File: config.mk
export PLATFORM = sky130hd
export DESIGN_NAME = i2c_idx_regs
export DESIGN_NICKNAME = d
export VERILOG_FILES = /design/src/rtl/i2c_idx_regs.sv
export SDC_FILE = /design/constraint.sdc
export NUM_CORES = 1
export LEC_CHECK = 0
export CAP_MARGIN = 40
export CORE_ASPECT_RATIO = 1.2
export CORE_MARGIN = 2
export CORE_UTILIZATION = 65
export CTS_BUF_LIST = sky130_fd_sc_hd__clkbuf_8 sky130_fd_sc_hd__clkbuf_16
export CTS_CLUSTER_DIAMETER = 40
export DETAILED_ROUTE_END_ITERATION = 12
export PLACE_DENSITY = 0.91
export SYNTH_ARGS = -nofsm -noshare
export SYNTH_HDL_FRONTEND = slang
export SYNTH_SLANG_ARGS = --single-unit
File: constraint.sdc
create_clock -name clk -period 6 [get_ports clk]
set_input_delay 1.8 -clock clk [delete_from_list [all_inputs] [get_ports clk]]
set_output_delay 1.8 -clock clk [all_outputs]
set_load 0.005 [all_outputs]
File: src/rtl/i2c_idx_regs.sv
module i2c_idx_regs #(
  parameter logic [6:0] DEV_ADDR = 7'h69,
  parameter logic [7:0] CTRL_RST = 8'h0F,
  parameter int         SYNC_N   = 2
) (
  input  logic       clk,
  input  logic       rst_n,
  input  logic       scl_in,
  input  logic       sda_in,
  output logic       sda_pull,
  output logic [3:0] out_enable,
  output logic [3:0] spare_bits
);
  localparam logic [7:0] NUM_REGS = 8'd1;
  localparam logic [3:0] LAST_BIT = 4'd7;
  localparam logic [3:0] BYTE_END = 4'd8;

  typedef enum logic [2:0] {S_IDLE, S_RX, S_ACK, S_TX, S_TXACK} st_t;
  typedef enum logic [1:0] {P_ADDR, P_OFFS, P_CNT, P_DATA} ph_t;

  logic [SYNC_N-1:0] scl_sh, sda_sh;
  logic scl_d, sda_d;
  st_t  st;
  ph_t  ph;
  logic [3:0] bitcnt;
  logic [7:0] sh, ptr, remain, ctrl_q;
  logic rd_mode, host_ack;

  wire scl_s = scl_sh[SYNC_N-1];
  wire sda_s = sda_sh[SYNC_N-1];
  wire start_det = scl_s & scl_d & sda_d & ~sda_s;
  wire stop_det  = scl_s & scl_d & ~sda_d & sda_s;
  wire scl_rise  = scl_s & ~scl_d;
  wire scl_fall  = ~scl_s & scl_d;
  wire addr_hit  = (sh[7:1] == DEV_ADDR);
  wire in_range  = (ptr < NUM_REGS);
  wire [7:0] rd_byte = in_range ? ctrl_q : 8'h00;

  assign out_enable = ctrl_q[3:0];
  assign spare_bits = ctrl_q[7:4];

  always_ff @(posedge clk or negedge rst_n) begin
    if (!rst_n) begin
      scl_sh <= '1;
      sda_sh <= '1;
      scl_d  <= 1'b1;
      sda_d  <= 1'b1;
    end else begin
      scl_sh <= {scl_sh[SYNC_N-2:0], scl_in};
      sda_sh <= {sda_sh[SYNC_N-2:0], sda_in};
      scl_d  <= scl_s;
      sda_d  <= sda_s;
    end
  end

  always_ff @(posedge clk or negedge rst_n) begin
    if (!rst_n) begin
      st       <= S_IDLE;
      ph       <= P_ADDR;
      bitcnt   <= '0;
      sh       <= '0;
      ptr      <= '0;
      remain   <= '0;
      ctrl_q   <= CTRL_RST;
      rd_mode  <= 1'b0;
      host_ack <= 1'b0;
      sda_pull <= 1'b0;
    end else if (start_det) begin
      st       <= S_RX;
      ph       <= P_ADDR;
      bitcnt   <= '0;
      rd_mode  <= 1'b0;
      sda_pull <= 1'b0;
    end else if (stop_det) begin
      st       <= S_IDLE;
      sda_pull <= 1'b0;
    end else begin
      case (st)
        S_RX: begin
          if (scl_rise && bitcnt != BYTE_END) begin
            sh     <= {sh[6:0], sda_s};
            bitcnt <= bitcnt + 4'd1;
          end else if (scl_fall && bitcnt == BYTE_END) begin
            st       <= S_ACK;
            sda_pull <= 1'b1;
            case (ph)
              P_ADDR: begin
                if (!addr_hit) begin
                  st       <= S_IDLE;
                  sda_pull <= 1'b0;
                end else begin
                  rd_mode <= sh[0];
                  ph      <= P_OFFS;
                end
              end
              P_OFFS: begin
                ptr <= sh;
                ph  <= P_CNT;
              end
              P_CNT: begin
                remain <= sh;
                ph     <= P_DATA;
              end
              default: begin
                if (remain == 8'd0) begin
                  st       <= S_IDLE;
                  sda_pull <= 1'b0;
                end else begin
                  if (in_range) ctrl_q <= sh;
                  ptr    <= ptr + 8'd1;
                  remain <= remain - 8'd1;
                end
              end
            endcase
          end
        end
        S_ACK: begin
          if (scl_fall) begin
            bitcnt <= '0;
            if (rd_mode) begin
              st       <= S_TX;
              sh       <= NUM_REGS;
              sda_pull <= ~NUM_REGS[7];
            end else begin
              st       <= S_RX;
              sda_pull <= 1'b0;
            end
          end
        end
        S_TX: begin
          if (scl_fall) begin
            if (bitcnt == LAST_BIT) begin
              st       <= S_TXACK;
              sda_pull <= 1'b0;
            end else begin
              sh       <= {sh[6:0], 1'b0};
              sda_pull <= ~sh[6];
              bitcnt   <= bitcnt + 4'd1;
            end
          end
        end
        S_TXACK: begin
          if (scl_rise) begin
            host_ack <= ~sda_s;
          end else if (scl_fall) begin
            if (host_ack) begin
              st       <= S_TX;
              sh       <= rd_byte;
              sda_pull <= ~rd_byte[7];
              ptr      <= ptr + 8'd1;
              bitcnt   <= '0;
            end else begin
              st <= S_IDLE;
            end
          end
        end
        default: ;
      endcase
    end
  end
endmodule

==> flow_summary.toml, run 1 <==
[finish]
fillCellCount = 294
post-route-cell-area_sq_um = 3200
postLayoutCoreUtil_pct = 73.9
diodes = 0
fin_nets = 327
area_delta_synth_final_pct = 7.85
drive_gt1_share_pct = 13.4

[die]
die_height_um = 78.0
die_w_um = 65.6
row_count = 26
die-area_sq_um = 5120
num_io_pins = 13
core_region_area_sq_um = 4330
initial_utilization_pct = 68.5

[clock_network]
clk_latency_ns = 0.31
cts_tree = "built"
cts-buffers-inserted = 5
postCtsSetupBuffers = 0
cts_hold_buffers = 0
cts_resized = 0
clock_sink_count = 50
cts_root_buffer = "clkbuf_8"
clkTransAtPathRegs_ns = 0.09
clk_path_buf_depth = 2
h-tree-depth = 2

[synth]
yosys.area.top_type_share_pct = 33.8
synthArstFlopShare_pct = 100
synth.most_common_cell = "dfrtp_1"
synthCells = 305
synth_cell_types = 59
yosys-top-cells-count = "dfrtp_1, a21oi_1, nand2_1, o21ai_0, nor2_1"
synth_sequential_area_ratio_pct = 42.6
syn_area_per_cell_sq_um = 9.72
synth_area_leaders = "dfrtp_1, dfstp_2, a21oi_1"
synth_top_area_cell = "dfrtp_1"
synth_nets = 319
synth_edf_count = 0
yosys_warnings = 0
synth-seq-cells = 50
synth_flop_cell = "dfrtp_1"
syn_area_sq_um = 2960

[global_route]
grt.overflow.total = 0
grt_pass1_vias = 2293
grt_max_degree = 51
antenna_found_initial = 0
grt_usage_pct = 27.4
grt_pass1_wl_um = 10900

[outcome]
status = "complete, no violations"

[sta]
min_period_ns = 3.17
tightest_slew_ns = 0.772
setup_tns_ns = 0
fin_skew_ns = 0.00864
rsz0062_at_grt = "no"
hold_viol = 0
setup_violations = 0
slew-limit-headroom_pct = 48.6
fmax_mhz = 315
post-route-period-util_pct = 52.9
drv_slew = 0

[detailed_routing]
drc = 0
dr.pass1.iters = 5
dr_total_vias = 2452
initialDrtViolationCount = 257
routedWlPerCell_um = 17.9
routed_wl_um = 6620
drtAntennaViolNets = 0
vias_per_cell = 6.63

[power]
leakagePower_uw = 0.00143
total_power_uw = 792
ir_drop_mv = 0.214
powerDensity_nw_per_um2 = 248

[placed_design]
io_buffers = 12
gp_congestion = 0.884
postPlaceCellArea_sq_um = 3090
place_hpwl_um = 4560

[job]
maxCapViolCount = 0

[worst_setup_path]
worstSetupPathType = "reg2out"
startpoint_type = "flop"
end_kind = "primary output"
required_ns = 4.20
worstPathArrival_ns = 1.37
path_max_fanout = 3
crit_chain = "clkdlybuf4s50_1"
cp_top_family = "flip-flops"
slowest_stage = "dfstp_2"
critical_path_buf_inv_count = 1
max_stage_delay_ns = 0.56

[worst_hold_path]
hp-class = "reg2reg"
==> metal layers <==
metal  GRT usage, %  vias up  share of wire [%]
met4           7.71        0                1.6
met1           35.8     1224                 41
met2           46.6       84                 52
met3           4.64       11                5.0
li1               -     1133                  -
met5              0        -                  0
==> registers in the layout (all words and copies together) (netlist names) <==
register,count
ptr,8
sh,8
sda_d,1
remain,8
sda_sh,2
bitcnt,4
host_ack,1
ph,2
st,3
scl_d,1
scl_sh,2
ctrl_q,8
sda_pull,1
rd_mode,1
==> per-stage QoR <==
step                      setup slack, ns  hold WS (ns)  instances
after detailed placement             3.16         0.347        362
after CTS                            2.82         0.361        370
after global routing                 2.79         0.370        370
after floorplan                      3.68         0.345        305
final                                2.83         0.360        370
after global placement               3.19         0.346        361
==> cells by family after synthesis <==
kind of cell | synth area share (%)
AO/OA/AOI/OAI | 21.9
adder cells (fa/ha/maj) | 4.22
buffers and inverters | 4.64
flip-flops | 42.6
multiplexers | 6.63
AND/OR/NAND/NOR | 20.0
==> path summary, 6_finish.rpt <==
| path | startpoint | endpoint | slack [ns] | depth (start not counted) |
|---|---|---|---|---|
| worst min register to register | scl_sh[0] | scl_sh[1] | 0.36 | 0 |
| worst max-delay path | ctrl_q[2] | out_enable[2] | 2.83 | 1 |
| min in group asynchronous | rst_n | st[1] | 1.58 | 2 |
| max in group asynchronous | rst_n | remain[1] | 3.98 | 2 |
| worst min-delay path | scl_sh[0] | scl_sh[1] | 0.36 | 0 |
| worst max register to register | ph[0] | ptr[7] | 3.48 | 7 |
==> area by class of cell <==
cell class / instances / area [sq um] / area share, %
flip-flops and latches: 50 / 1260 / 39.5
well taps: 56 / 70.1 / 2.19
multi-input cells: 226 / 1560 / 48.9
inverters: 16 / 60.1 / 1.88
clock inverters: 3 / 41.3 / 1.29
clock buffers: 5 / 68.8 / 2.15
repair buffers: 14 / 130 / 4.07
==> power by group <==
group	switching (uW)	leakage, uW	total (uW)	internal, uW
combinational	58.0	0.000732	114	56.5
clock	114	0.0000556	237	123
sequential	65.0	0.000647	441	375
==> cells in the final DEF (no fill, tap or decap), types with 6 or more instances in the layout <==
master,instances
mux2_2,7
dfrtp_1,40
inv_1,17
ha_1,10
a21oi_1,28
a22o_1,6
clkdlybuf4s50_1,11
o21ai_0,24
nand2b_1,9
nand3_1,12
dfstp_2,10
nor2_1,18
mux2_1,6
nand2_1,24
No activity file was read; power rests on OpenSTA's default activity.
==> run 2: changes to the inputs <==
- CORE_UTILIZATION: 65 -> 60
- PLACE_DENSITY: 0.91 -> 0.85
- clock period: 6 -> 3.2 ns (I/O delays scaled with it)
==> run 2 against run 1 <==
Cell count rose by 1.4%. Die area up 7.9%. Sequential share of layout area is 0.11 points lower. Via count down 3.3%. Combinational power up 80%. Count of clock-buffer cells in the layout unchanged. Sequential cell count stayed put. Critical path type is now reg2reg. Highest routed layer unchanged.
==> flow_summary.toml, run 2 (synthesized netlist as in run 1, its figures left out) <==
[outcome]
status = "complete, no violations"

[worst_setup_path]
worstPathArrival_ns = 2.66
r2r-start = "ph[0]"
r2r_slack_ns = 0.74
worstSetupPathType = "reg2reg"
crit_start = "ph[0]"
reg2reg_depth = 7
path_max_fanout = 24
crit_end = "ptr[0]"
startpoint_type = "flop"
worstReg2RegEnd = "ptr[0]"
end_kind = "flop"
required_ns = 3.40

[die]
initial_utilization_pct = 61.3
row_count = 28
die_w_um = 68.2
core_region_area_sq_um = 4830
die_height_um = 81.0
num_io_pins = 13
die-area_sq_um = 5520

[placed_design]
io_buffers = 12
place_hpwl_um = 4510
placedCellCount = 367
gp_congestion = 0.973

[detailed_routing]
drtAntennaViolNets = 0
routedWlPerCell_um = 16.6
vias_per_cell = 6.32
dr.pass1.iters = 4
initialDrtViolationCount = 259
routed_wl_um = 6230
drc = 0
dr_total_vias = 2370

[power]
leakagePower_uw = 0.00144
powerDensity_nw_per_um2 = 458
ir_drop_mv = 0.371

[finish]
drive_gt1_share_pct = 13.3
diodes = 0
postLayoutCoreUtil_pct = 66.3
final_common_cell = "dfrtp_1"
area_delta_synth_final_pct = 8.15
final_cell_mix = "dfrtp_1, a21oi_1, nand2_1, o21ai_0"
fin_nets = 328
fillCellCount = 376
finalNonFillerCells = 375

[sta]
setup_tns_ns = 0
tightest_slew_ns = 0.780
min_period_ns = 2.46
slew-limit-headroom_pct = 48.0
fin_skew_ns = 0.00690
fmax_mhz = 406
rsz0062_at_grt = "no"
hold_viol = 0
drv_slew = 0
setup_violations = 0
post-route-period-util_pct = 76.9

[clock_network]
cts-buffers-inserted = 5
clkTransAtPathRegs_ns = 0.09
clk_latency_ns = 0.30
cts_hold_buffers = 0
cts_tree = "built"
postCtsSetupBuffers = 0
cts_root_buffer = "clkbuf_8"
clk_path_buf_depth = 2
cts_resized = 0
h-tree-depth = 2
clock_sink_count = 50

[global_route]
grt.overflow.total = 0
grt_pass1_vias = 2275
grt_usage_pct = 26.2
antenna_found_initial = 0
grt_pass1_wl_um = 10800
grt_max_degree = 25

[job]
maxCapViolCount = 0

[worst_hold_path]
hp-class = "reg2reg"
run 2: cell types whose count changed in the layout (fill, tap and decap cells not counted):
cell / before / now
buf_4: 2 / 3
clkinvlp_4: 1 / 0
inv_1: 17 / 18
run 2: per-layer routing:
layer  vias to the layer above  part of all wire (%)  track usage [%]
met5                         -                     0                0
met3                        24                   3.7             4.99
met1                      1140                    45             33.7
met4                         0                   4.0             13.6
met2                        63                    48             41.5
li1                       1143                     -                -
run 2: power breakdown:
| group | internal [uW] | switching, uW | total [uW] |
|---|---|---|---|
| clock | 228 | 202 | 429 |
| combinational | 106 | 98.9 | 205 |
| sequential | 704 | 131 | 835 |
run 2: per-stage QoR:
step	setup WS (ns)	hold slack (ns)	power [uW]	area [sq um]
finish	0.740	0.358	1470	3210
global route	0.547	0.365	1550	3210
CTS	0.777	0.360	1480	3210
detailed placement	0.801	0.347	1050	3100
global placement	0.918	0.347	1040	3090
floorplan	1.22	0.345	948	2960
run 2: worst max-delay path, stage by stage (launching register included):
cell and delay, ns:
dfrtp_1 0.39, inv_1 0.09, ha_1 0.47, nor2_1 0.29, o2111ai_1 0.19, a311oi_4 0.61
a21oi_1 0.14, o21bai_1 0.18
run 2: worst min-delay path by stage:
| stage | startpoint | end | slack (ns) | cells past startpoint |
|---|---|---|---|---|
| CTS | scl_sh[0] | scl_sh[1] | 0.36 | 0 |
| finish | sda_sh[0] | sda_sh[1] | 0.36 | 0 |
| detailed placement | scl_sh[0] | scl_sh[1] | 0.35 | 0 |
| global route | sda_sh[0] | sda_sh[1] | 0.36 | 0 |
| floorplan | scl_sh[0] | scl_sh[1] | 0.35 | 0 |
| global placement | sda_sh[0] | sda_sh[1] | 0.35 | 0 |
run 2: final cells by class:
| class | instances | area, sq um | area share (%) |
|---|---|---|---|
| Clock buffer | 5 | 68.8 | 2.15 |
| Clock inverter | 3 | 37.5 | 1.17 |
| Inverter | 16 | 60.1 | 1.87 |
| Multi-Input combinational cell | 226 | 1560 | 48.8 |
| Sequential cell | 50 | 1260 | 39.4 |
| Tap cell | 60 | 75.1 | 2.34 |
| Timing Repair Buffer | 15 | 138 | 4.29 |
